<file path="src/rtl/irqc_pkg.sv">
package irqc_pkg;
  typedef enum logic [1:0] {
    IRQC_MASK = 2'd0,
    IRQC_STAT = 2'd1,
    IRQC_ACK  = 2'd2,
    IRQC_SEC  = 2'd3
  } irqc_reg_e;
  localparam int IRQC_IDX_W = 4;
endpackage

</file>
<file path="src/rtl/irqc_regif.sv">
module irqc_regif
  import irqc_pkg::*;
#(
  parameter int WIDTH = 8
) (
  input  logic                  clk,
  input  logic                  rst,
  input  logic                  wr_en,
  input  logic                  rd_en,
  input  logic [1:0]            reg_addr,
  input  logic [WIDTH-1:0]      wr_data,
  input  logic [WIDTH-1:0]      pend_q,
  input  logic [WIDTH-1:0]      en_q,
  output logic                  mask_we,
  output logic                  ack_we,
  output logic [IRQC_IDX_W-1:0] ack_idx,
  output logic [WIDTH-1:0]      rd_data
);
  irqc_reg_e        sel;
  logic [WIDTH-1:0] rd_mux;

  assign sel     = irqc_reg_e'(reg_addr);
  assign mask_we = wr_en && (sel == IRQC_MASK);
  assign ack_we  = wr_en && (sel == IRQC_ACK);
  assign ack_idx = wr_data[IRQC_IDX_W-1:0];

  always_comb begin
    unique case (sel)
      IRQC_MASK: rd_mux = ~en_q;
      IRQC_STAT: rd_mux = pend_q;
      default:   rd_mux = '0;
    endcase
  end

  always_ff @(posedge clk) begin
    if (rst)        rd_data <= '0;
    else if (rd_en) rd_data <= rd_mux;
  end
endmodule

</file>
<file path="src/rtl/irqc_mask.sv">
module irqc_mask #(
  parameter int WIDTH = 8
) (
  input  logic             clk,
  input  logic             rst,
  input  logic             mask_we,
  input  logic [WIDTH-1:0] wr_data,
  output logic [WIDTH-1:0] en_q,
  output logic [WIDTH-1:0] en_next
);
  assign en_next = mask_we ? ~wr_data : en_q;

  always_ff @(posedge clk) begin
    if (rst) en_q <= '0;
    else     en_q <= en_next;
  end
endmodule

</file>
<file path="src/rtl/irqc_pending.sv">
module irqc_pending
  import irqc_pkg::*;
#(
  parameter int WIDTH = 8
) (
  input  logic                  clk,
  input  logic                  rst,
  input  logic [WIDTH-1:0]      hw_post,
  input  logic [WIDTH-1:0]      hw_clear,
  input  logic                  ack_we,
  input  logic [IRQC_IDX_W-1:0] ack_idx,
  output logic [WIDTH-1:0]      pend_q,
  output logic [WIDTH-1:0]      pend_next
);
  logic [WIDTH-1:0] ack_vec;

  // One decoder bit per line; indices outside the width match nothing.
  for (genvar i = 0; i < WIDTH; i++) begin : g_ack
    assign ack_vec[i] = ack_we && (ack_idx == IRQC_IDX_W'(i));
  end

  // Set takes priority over both kinds of removal.
  assign pend_next = (pend_q & ~hw_clear & ~ack_vec) | hw_post;

  always_ff @(posedge clk) begin
    if (rst) pend_q <= '0;
    else     pend_q <= pend_next;
  end
endmodule

</file>
<file path="src/rtl/irq_collector.sv">
module irq_collector #(
  parameter int WIDTH = 8
) (
  input  logic             clk,
  input  logic             rst,
  input  logic             wr_en,
  input  logic             rd_en,
  input  logic [1:0]       reg_addr,
  input  logic [WIDTH-1:0] wr_data,
  output logic [WIDTH-1:0] rd_data,
  input  logic [WIDTH-1:0] hw_post,
  input  logic [WIDTH-1:0] hw_clear,
  output logic             irq_out
);
  logic                             mask_we, ack_we;
  logic [irqc_pkg::IRQC_IDX_W-1:0]  ack_idx;
  logic [WIDTH-1:0]                 pend_q, pend_next, en_q, en_next;

  irqc_regif #(.WIDTH(WIDTH)) u_regif (
    .clk(clk), .rst(rst), .wr_en(wr_en), .rd_en(rd_en),
    .reg_addr(reg_addr), .wr_data(wr_data),
    .pend_q(pend_q), .en_q(en_q),
    .mask_we(mask_we), .ack_we(ack_we), .ack_idx(ack_idx),
    .rd_data(rd_data)
  );

  irqc_mask #(.WIDTH(WIDTH)) u_mask (
    .clk(clk), .rst(rst), .mask_we(mask_we), .wr_data(wr_data),
    .en_q(en_q), .en_next(en_next)
  );

  irqc_pending #(.WIDTH(WIDTH)) u_pend (
    .clk(clk), .rst(rst), .hw_post(hw_post), .hw_clear(hw_clear),
    .ack_we(ack_we), .ack_idx(ack_idx),
    .pend_q(pend_q), .pend_next(pend_next)
  );

  // Evaluated on next-state values so a mask write acts on the same edge.
  always_ff @(posedge clk) begin
    if (rst) irq_out <= 1'b0;
    else     irq_out <= |(pend_next & en_next);
  end
endmodule

</file>
<file path="config.mk">
export PLATFORM = sky130hd
export DESIGN_NAME = irq_collector
export DESIGN_NICKNAME = d
export VERILOG_FILES = /design/src/rtl/irqc_pkg.sv /design/src/rtl/irqc_regif.sv /design/src/rtl/irqc_mask.sv /design/src/rtl/irqc_pending.sv /design/src/rtl/irq_collector.sv
export SDC_FILE = /design/constraint.sdc
export NUM_CORES = 1
export LEC_CHECK = 0
export ABC_AREA = 1
export CAP_MARGIN = 20
export CORE_AREA = 2 2 56 58
export DETAILED_ROUTE_END_ITERATION = 16
export DIE_AREA = 0 0 58 60
export GPL_ROUTABILITY_DRIVEN = 0
export PLACE_DENSITY = 0.74
export SLEW_MARGIN = 5
export SYNTH_ARGS = -nofsm -noshare
export SYNTH_HDL_FRONTEND = slang
export SYNTH_SLANG_ARGS = --single-unit
</file>
<file path="constraint.sdc">
create_clock -name clk -period 1.6 [get_ports clk]
set_clock_uncertainty 0.1 [all_clocks]
set_input_delay 0.32 -clock clk [delete_from_list [all_inputs] [get_ports clk]]
set_output_delay 0.32 -clock clk [all_outputs]
set_load 0.01 [all_outputs]
</file>
# Yosys cells after proc, flatten, opt, wreduce, memory -nomap -nowiden
# Cells that the tools add are included.
# Widths: inputs -> output; s select.
dict set report word_totals {
  reg_bits 25
  inputBits 30
  output_inout_bits 9
}
dict set report op_classes {
  n_eq_ne 9
  mux 2
  bitwise_logic 8
  n_reduce_logical 13
}
# op n
set ops {}
lappend ops {{$not 8->8} 4}
lappend ops {{$and 8x8->8} 3}
lappend ops {{$eq 4x3->1 const B} 4}
lappend ops {{$pmux 8 s2} 1}
lappend ops {{$logic_and 1x1->1} 10}
lappend ops {{$eq 4x2->1 const B} 2}
lappend ops {{$mux 8} 1}
lappend ops {{$or 8x8->8} 1}
lappend ops {{$reduce_or 8->1} 1}
lappend ops {{$eq 4x1->1 const B} 1}
lappend ops {{$logic_not 4->1} 1}
lappend ops {{$eq 2x1->1 const B} 1}
lappend ops {{$eq 2x2->1 const B} 1}
lappend ops {{$logic_not 2->1} 1}

# Depth between registers and ports, before layout
# Gate-level depths: netlist of run 1.
dict set report logic_depth {
  ltp_word 8
  mapped_depth 10
  ltp_nobuf 10
}

# By module
# A second synthesis of run 1 with hierarchy kept.
dict set report unflattened {
  hier_cells 218
  area_unflattened_um2 1345.0
}
# module instances cells_each area_per_inst_um2 seq_area_each_um2
set by_module_without_submodules {}
lappend by_module_without_submodules {irqc_regif 1 85 533.0 160.2}
lappend by_module_without_submodules {irqc_pending 1 75 429.2 160.2}
lappend by_module_without_submodules {irqc_mask 1 42 305.3 160.2}
lappend by_module_without_submodules {irq_collector 1 16 77.6 20.0}

# Worst setup path before layout of run 1
# No wires, ideal clock.
dict set report synth_timing {
  path_type {input port to flip-flop}
  startpoint {in reg_addr[0]}
  endpoint {reg irq_out}
  setup_time_ns 0.132
  t_arrival_ns 1.027
  required_time_ns 1.368
  path_slack_ns 0.341
  cell_stages 9
  path_buffers 1
  path_cell_list {nor2_2 nand2_2 buf_6 nand2_1 o21ai_2 nand2_1 nand2_1 nor2_1 a21oi_1}
}
dict set report synth_between {
  elab_chain_cells 8
  word_cells_on_any_way 18
  cone_classes {1 x eq/ne; 1 x mux; 4 x bitwise; 12 x reduce/logical}
}
# element line
set synth_rtl {}
lappend synth_rtl {{from (decl)} irq_collector.sv:8} ;# input logic [1:0] reg_addr,
lappend synth_rtl {{$eq 2x2->1} irqc_regif.sv:24} ;# assign ack_we = wr_en && (sel == IRQC_ACK);
lappend synth_rtl {{$logic_and 1x1->1} irqc_regif.sv:24}
lappend synth_rtl {{$logic_and 1x1->1} irqc_pending.sv:19} ;# assign ack_vec[i] = ack_we && (ack_idx == IRQC_IDX_W'(i));
lappend synth_rtl {{$not 8->8} irqc_pending.sv:23} ;# assign pend_next = (pend_q & ~hw_clear & ~ack_vec) | hw_post;
lappend synth_rtl {{$and 8x8->8} irqc_pending.sv:23}
lappend synth_rtl {{$or 8x8->8} irqc_pending.sv:23}
lappend synth_rtl {{$and 8x8->8 (*)} irq_collector.sv:41} ;# else irq_out <= |(pend_next & en_next);
lappend synth_rtl {{$reduce_or 8->1 (*)} irq_collector.sv:41}
lappend synth_rtl {{to (signal assigned)} irq_collector.sv:41}
lappend synth_rtl {{to (decl)} irq_collector.sv:13} ;# output logic irq_out
# Mark *: on every way between the ends. The rest lies on a longest branch, timed or not.
# A chain may end at the register's enable or synchronous reset.

# Worst setup path in the final report of run 1
dict set report layout_timing {
  startpoint {in wr_data[2]}
  endpoint {reg irq_out}
}
dict set report layout_between {
  elab_chain_cells 7
  word_cells_on_any_way 23
  cone_classes {7 x eq/ne; 1 x mux; 5 x bitwise; 10 x reduce/logical}
}
# element line
set layout_rtl {}
lappend layout_rtl {{from (decl)} irq_collector.sv:9} ;# input logic [WIDTH-1:0] wr_data,
lappend layout_rtl {{$eq 4x1->1, or another cell as far along} irqc_pending.sv:19}
lappend layout_rtl {{$logic_and 1x1->1} irqc_pending.sv:19}
lappend layout_rtl {{$not 8->8} irqc_pending.sv:23}
lappend layout_rtl {{$and 8x8->8} irqc_pending.sv:23}
lappend layout_rtl {{$or 8x8->8} irqc_pending.sv:23}
lappend layout_rtl {{$and 8x8->8 (*)} irq_collector.sv:41}
lappend layout_rtl {{$reduce_or 8->1 (*)} irq_collector.sv:41}
# Marks and branches as above.

==> results of run 1 <==
state kept, by name, summed over array words and instances, names as in the netlist:
register and count:
u_mask.en_q 8, u_regif.rd_data 8, u_pend.pend_q 8, irq_out 1
how the worst max path moves through the flow:
stage | depth (start not counted) | start | endpoint
floorplan | 9 | reg_addr[0] | irq_out
CTS | 10 | wr_data[2] | irq_out
global placement | 9 | reg_addr[0] | irq_out
detailed placement | 8 | reg_addr[0] | irq_out
global route | 10 | wr_data[1] | irq_out
finish | 10 | wr_data[2] | irq_out
power breakdown:
group | switching [uW] | total (uW) | internal (uW)
Combinational | 140 | 294 | 153
Sequential | 12.7 | 672 | 659
Clock | 181 | 278 | 97.3
cell families (layout without fill, tap and decap cells):
group	Yosys count	count (layout)
AND/OR/NAND/NOR	91	91
AO/OA/AOI/OAI	33	33
buffers and inverters	45	97
flip-flops	25	25
critical path, cell delays in order:
cell and delay [ps]:
clkdlybuf4s50_1 570, inv_1 80, nor2_2 130, nand3_1 100, nand2_1 90, nand2_1 50, nand2_1 50, nand2_1 40
nor2_1 120, a21oi_1 80
layout make-up:
class                   instances  area share, %
flip-flops and latches         25          27.80
clock buffers                   4          1.459
repair buffers                 53          28.01
inverters                      40          8.339
multi-input cells             124          32.11
well taps                      33          2.293
placed cells by master (no fill, tap or decap), drive strengths merged:
| cell type | instances |
|---|---|
| inv | 40 |
| a21oi | 9 |
| dlymetal6s2s | 4 |
| o21ai | 16 |
| buf | 15 |
| o22ai | 8 |
| nor2 | 42 |
| dfxtp | 25 |
| clkbuf | 4 |
| nand2 | 42 |
| dlygate4sd2 | 9 |
| nand3 | 7 |
| clkdlybuf4s50 | 25 |
through the flow:
stage	power, uW	instance area, um^2
floorplan	817.3	1232
CTS	1248	1770
global route	1324	1800
finish	1244	1800
global placement	980.3	1745
detailed placement	984.1	1745
routing by layer:
layer  part of all wire (%)  GRT usage, %  up-vias  wire [um]
met4                    1.7         7.973        0         50
li1                       -             -      691          -
met3                    3.8         1.299        4        111
met2                     48         32.31       32       1409
met1                     46         22.40      554       1358
met5                      0             0        -          0
repair_timing:
action / CTS / global route
gates cloned: 0 / 0
buffers inserted: 0 / 1
pin swaps: 0 / 2
setup endpoints to repair: 10 / 1
resized for setup: 13 / 8
==> impl_metrics.toml, run 1 <==
[synth]
avgSynthCellArea_um2 = 6.353
synthTopCellsByArea = "dfxtp_1 (41%), nand2_1 (12%), inv_1 (12%)"
synth_warnings = 0
yosysSeqAreaShare_pct = 40.61
synth_xor_area_share_pct = 0
synth_top_area_share_pct = 40.61
muxShareOfSynthArea_pct = 0
synth_top_family_by_area = "simple AND/OR/NAND/NOR gates"
synthArstFlopShare_pct = 0
syn_area_um2 = 1232
synth_fa_ha_area_share_pct = 0
synth_ff_type = "dfxtp_1"
synth_compound_area_share_pct = 16.04
yosysUniqueCellTypes = 13
synth_nets = 224
yosysTopAreaCell = "dfxtp_1"
yosysMostFrequentCell = "nand2_1"
synthTopCellsByCount = "nand2_1 (41), inv_1 (40), nor2_1 (40), dfxtp_1 (25), o21ai_0 (10)"
ys_ff_latch = 25
synth_edf_count = 0
synthSimpleGateAreaFrac_pct = 29.04
synthCells = 194

[clock_tree]
clk_latency_ps = 310
cts_made_buffers = 3
clockRootBuffer = "clkbuf_4"
cts.clk_slew.worst_paths_ps = 140
hold_buffers = 0
cts_tree = "done"
cts.sinks = 25
cts_buffer_depth = 2
htreeDepth = 1

[detailed_routing]
ant_nets = 0
viasPerCell = 4.591
drtIter0Drc = 34
drc_errors = 0
routedWlPerCell_um = 10.50
num_vias = 1281
wirelength_um = 2930
firstDrtPassIters = 4

[grt]
grt_usage_pct = 18.11
antenna_found_initial = 0
grt_pass1_vias = 1142
overflow = 0
grt_pass1_wl_um = 4788
grt_start_max_net_pins = 26

[timing]
holdWs_ps = 401.3
fin_crit_sh_pct = 94.46
fin_crit_ps = 1511
hold_viol = 0
tightestPinTransition_ps = 266.6
rsz0062_at_grt = "no"
tns_ps = 0
layout_setup_ws_ps = 88.58
setup_violations = 0
fmax_ghz = 0.6616
slew_headroom_pct = 82.20
maxSlewViolCount = 0

[floorplan]
die_y_um = 60
start_util_pct = 42.46
die_width_um = 58
core_um2 = 2903
rows = 20
die-area_um2 = 3480
ios = 39

[place]
pre_cts_ws_ps = -384.9
dp_cells = 274
hpwl_um = 2220
port-buffer-count = 38

[pwr]
p_per_area_nw_per_um2 = 690.7
power.leakage_uw = 0.0009322
ir_worst_vdd_uv = 478.2

[layout]
layout.area.seq_um2 = 500.5
final_core_util_pct = 62.03
synthToLayoutAreaGrowth_pct = 46.09
nFillCells = 298
layout.cells.non_filler = 279
drive_gt1_share_pct = 12.20
multi_input_area_um2 = 578.1
diodes = 0
final_nets = 277

[worst_setup_path]
r2r_slack_ps = 570
critPathArrivalTime_ps = 1640
r2r_start = "u_pend.pend_q[4]"
r2r_end = "irq_out"
critPathLaunchType = "input pin"
cp.required_ps = 1720
cp-end-kind = "register"
critPathKind = "input pin to register"
critical_path.max_fanout = 4
rr_worst_depth = 8

[hold_path]
min_path_cells = 5
min_from = "wr_data[3]"
whs_endpoint = "u_mask.en_q[3]"
hold_class = "input pin to register"

[run_status]
status = "complete, no violations"

[flow_run]
cap_violations = 0
Power figures use the tool's default switching activity.
==> run 2: changes to the inputs <==
Settings changed: ABC_AREA 1 to not set, CORE_AREA 2 2 56 58 to 2 2 55 57, DIE_AREA 0 0 58 60 to 0 0 57 59, PLACE_DENSITY 0.74 to 0.77.
==> run 2 against run 1 <==
Compared with the run above: core utilization increased by 3.6 points; setup slack got worse by 54 ps; non-clock buffer count increased by 7; die area decreased by 3.4%; hold slack improved by 110 ps; global-route usage increased by 2.8 points; first-iteration DRC count increased by 2.9%; cell count decreased by 19%; critical endpoint unchanged.
==> impl_metrics.toml, run 2 <==
[run_status]
status = "complete, no violations"

[synth]
synth_ff_type = "dfxtp_1"
syn_area_um2 = 1209
synthTopCellsByArea = "dfxtp_1 (41%), nor2b_1 (12%), mux2i_1 (5.0%)"
yosysTopAreaCell = "dfxtp_1"
synthArstFlopShare_pct = 0
yosysUniqueCellTypes = 30
synth_warnings = 0
synthCells = 138
synth_top_area_share_pct = 41.41
synthTopCellsByCount = "dfxtp_1 (25), nor2b_1 (23), nor2_1 (16), nand2_1 (10), a21oi_1 (8)"
synth_edf_count = 0
yosysSeqAreaShare_pct = 41.41
ys_ff_latch = 25
avgSynthCellArea_um2 = 8.758
synth_nets = 168
yosysMostFrequentCell = "dfxtp_1"

[grt]
use_met3_pct = 4.367
grt_busiest_layer = "met2"
use_met1_pct = 28.20
overflow = 0
grt_usage_pct = 20.95
grt_pass1_vias = 1268
grt_use_met2_pct = 32.84
antenna_found_initial = 0
grt_start_max_net_pins = 14
grt_pass1_wl_um = 5533

[timing]
slew_headroom_pct = 67.13
setup_violations = 0
rsz0062_at_grt = "no"
fin_crit_ps = 1565
tightestPinTransition_ps = 492.1
hold_viol = 0
layout_setup_ws_ps = 35.06
maxSlewViolCount = 0
tns_ps = 0
fmax_ghz = 0.6390
fin_crit_sh_pct = 97.81

[detailed_routing]
drtIter0Drc = 35
drc_errors = 0
ant_nets = 0
num_vias = 1209
routedWlPerCell_um = 14.08
wirelength_um = 3197
viasPerCell = 5.326
firstDrtPassIters = 4

[worst_setup_path]
cp-end-kind = "register"
cp.required_ps = 1710
r2r_slack_ps = 370
critPathKind = "input pin to register"
critical_path.max_fanout = 2
critPathLaunchType = "input pin"
critPathArrivalTime_ps = 1680
r2r_start = "u_pend.pend_q[0]"
startpoint = "hw_post[2]"

[layout]
diodes = 0
final_common_cell = "dfxtp_1"
multi_input_area_um2 = 665.6
synthToLayoutAreaGrowth_pct = 47.21
drive_gt1_share_pct = 15.31
layout.cells.non_filler = 227
layout.area.seq_um2 = 500.5
final_nets = 227
design_area_um2 = 1779
nFillCells = 245
final_cell_mix = "dfxtp_1 (25), nor2b_1 (23), clkdlybuf4s50_1 (22), buf_4 (22)"
top_regs = "u_mask.en_q x8, u_pend.pend_q x8, u_regif.rd_data x8"

[clock_tree]
cts.clk_slew.worst_paths_ps = 130
cts_made_buffers = 3
clk_latency_ps = 320
cts_tree = "done"
cts.sinks = 25
cts_buffer_depth = 2
htreeDepth = 1
cts_setup_buffers = 0
hold_buffers = 0
clockRootBuffer = "clkbuf_4"

[floorplan]
die_y_um = 59
die_width_um = 57
die-area_um2 = 3363
ios = 39
start_util_pct = 44.60
rows = 19
core_um2 = 2710

[pwr]
ir_worst_vdd_uv = 609.3
p_per_area_nw_per_um2 = 695.4
power.leakage_uw = 0.0007576
power.total_uw = 1237

[place]
hpwl_um = 2548
post_dp_cell_area_um2 = 1765
dp_cells = 223
pre_cts_ws_ps = -482.6
port-buffer-count = 38

[flow_run]
cap_violations = 0

[hold_path]
min_from = "u_mask.en_q[0]"
hold_class = "register to register"
==> run 2: changes by cell type after synthesis, moves of 7 or more <==
cell / delta
o21ai_0: -9
inv_1: -34
o21ai_1: +7
nor2_1: -24
nor2b_1: +23
nand2_1: -31
nand3_1: -7
==> run 2: worst paths after layout <==
check	endpoint	cells after the start
setup / recovery	irq_out	5
hold reg to reg	u_mask.en_q[0]	3
hold / removal	u_mask.en_q[0]	3
setup reg to reg	irq_out	4
==> run 2: kinds of logic (layout without fill, tap and decap cells) <==
family / Yosys count / in the layout / synth area share (%)
AOI/OAI and AO/OA: 29 / 29 / 16.25
buffers and inverters: 12 / 70 / 4.140
DFF: 25 / 25 / 41.41
muxes: 6 / 6 / 4.969
and+or+nand+nor: 66 / 66 / 33.23
==> run 2: timing repair <==
action                                  CTS  global route
resized for setup                        18             0
hold endpoints to repair                  0             0
endpoints found under the setup margin   11             0
==> run 2: where the power goes <==
part,switching (uW),internal (uW)
registers,15.8,656
logic,119,166
clock network,184,97.7
==> run 2: cell type report <==
cell class	instances	share of cell area (%)
inverter	6	1.266
sequential	25	28.13
timing repair buffer	60	29.54
clock buffer	4	1.477
multi-input combinational	101	37.41
tap	31	2.180
==> run 2: metrics by stage <==
stage / hold slack, ps / util (%)
after CTS: 511.6 / 65.65
after global routing: 540.8 / 65.65
after global placement: 478.0 / 65.14
final: 511.5 / 65.65
after floorplan: 291.6 / -
after detailed placement: 487.3 / 65.14
==> run 2: routing by layer <==
layer	routed length, um	vias up
met3	193	7
met5	0	-
met4	48	0
met2	1440	38
li1	-	607
met1	1515	557
==> run 2: worst max-delay path: stages <==
cell	delay, ps
clkdlybuf4s50_1	430
or4b_1	510
o22ai_2	170
o22a_1	150
a41oi_1	90
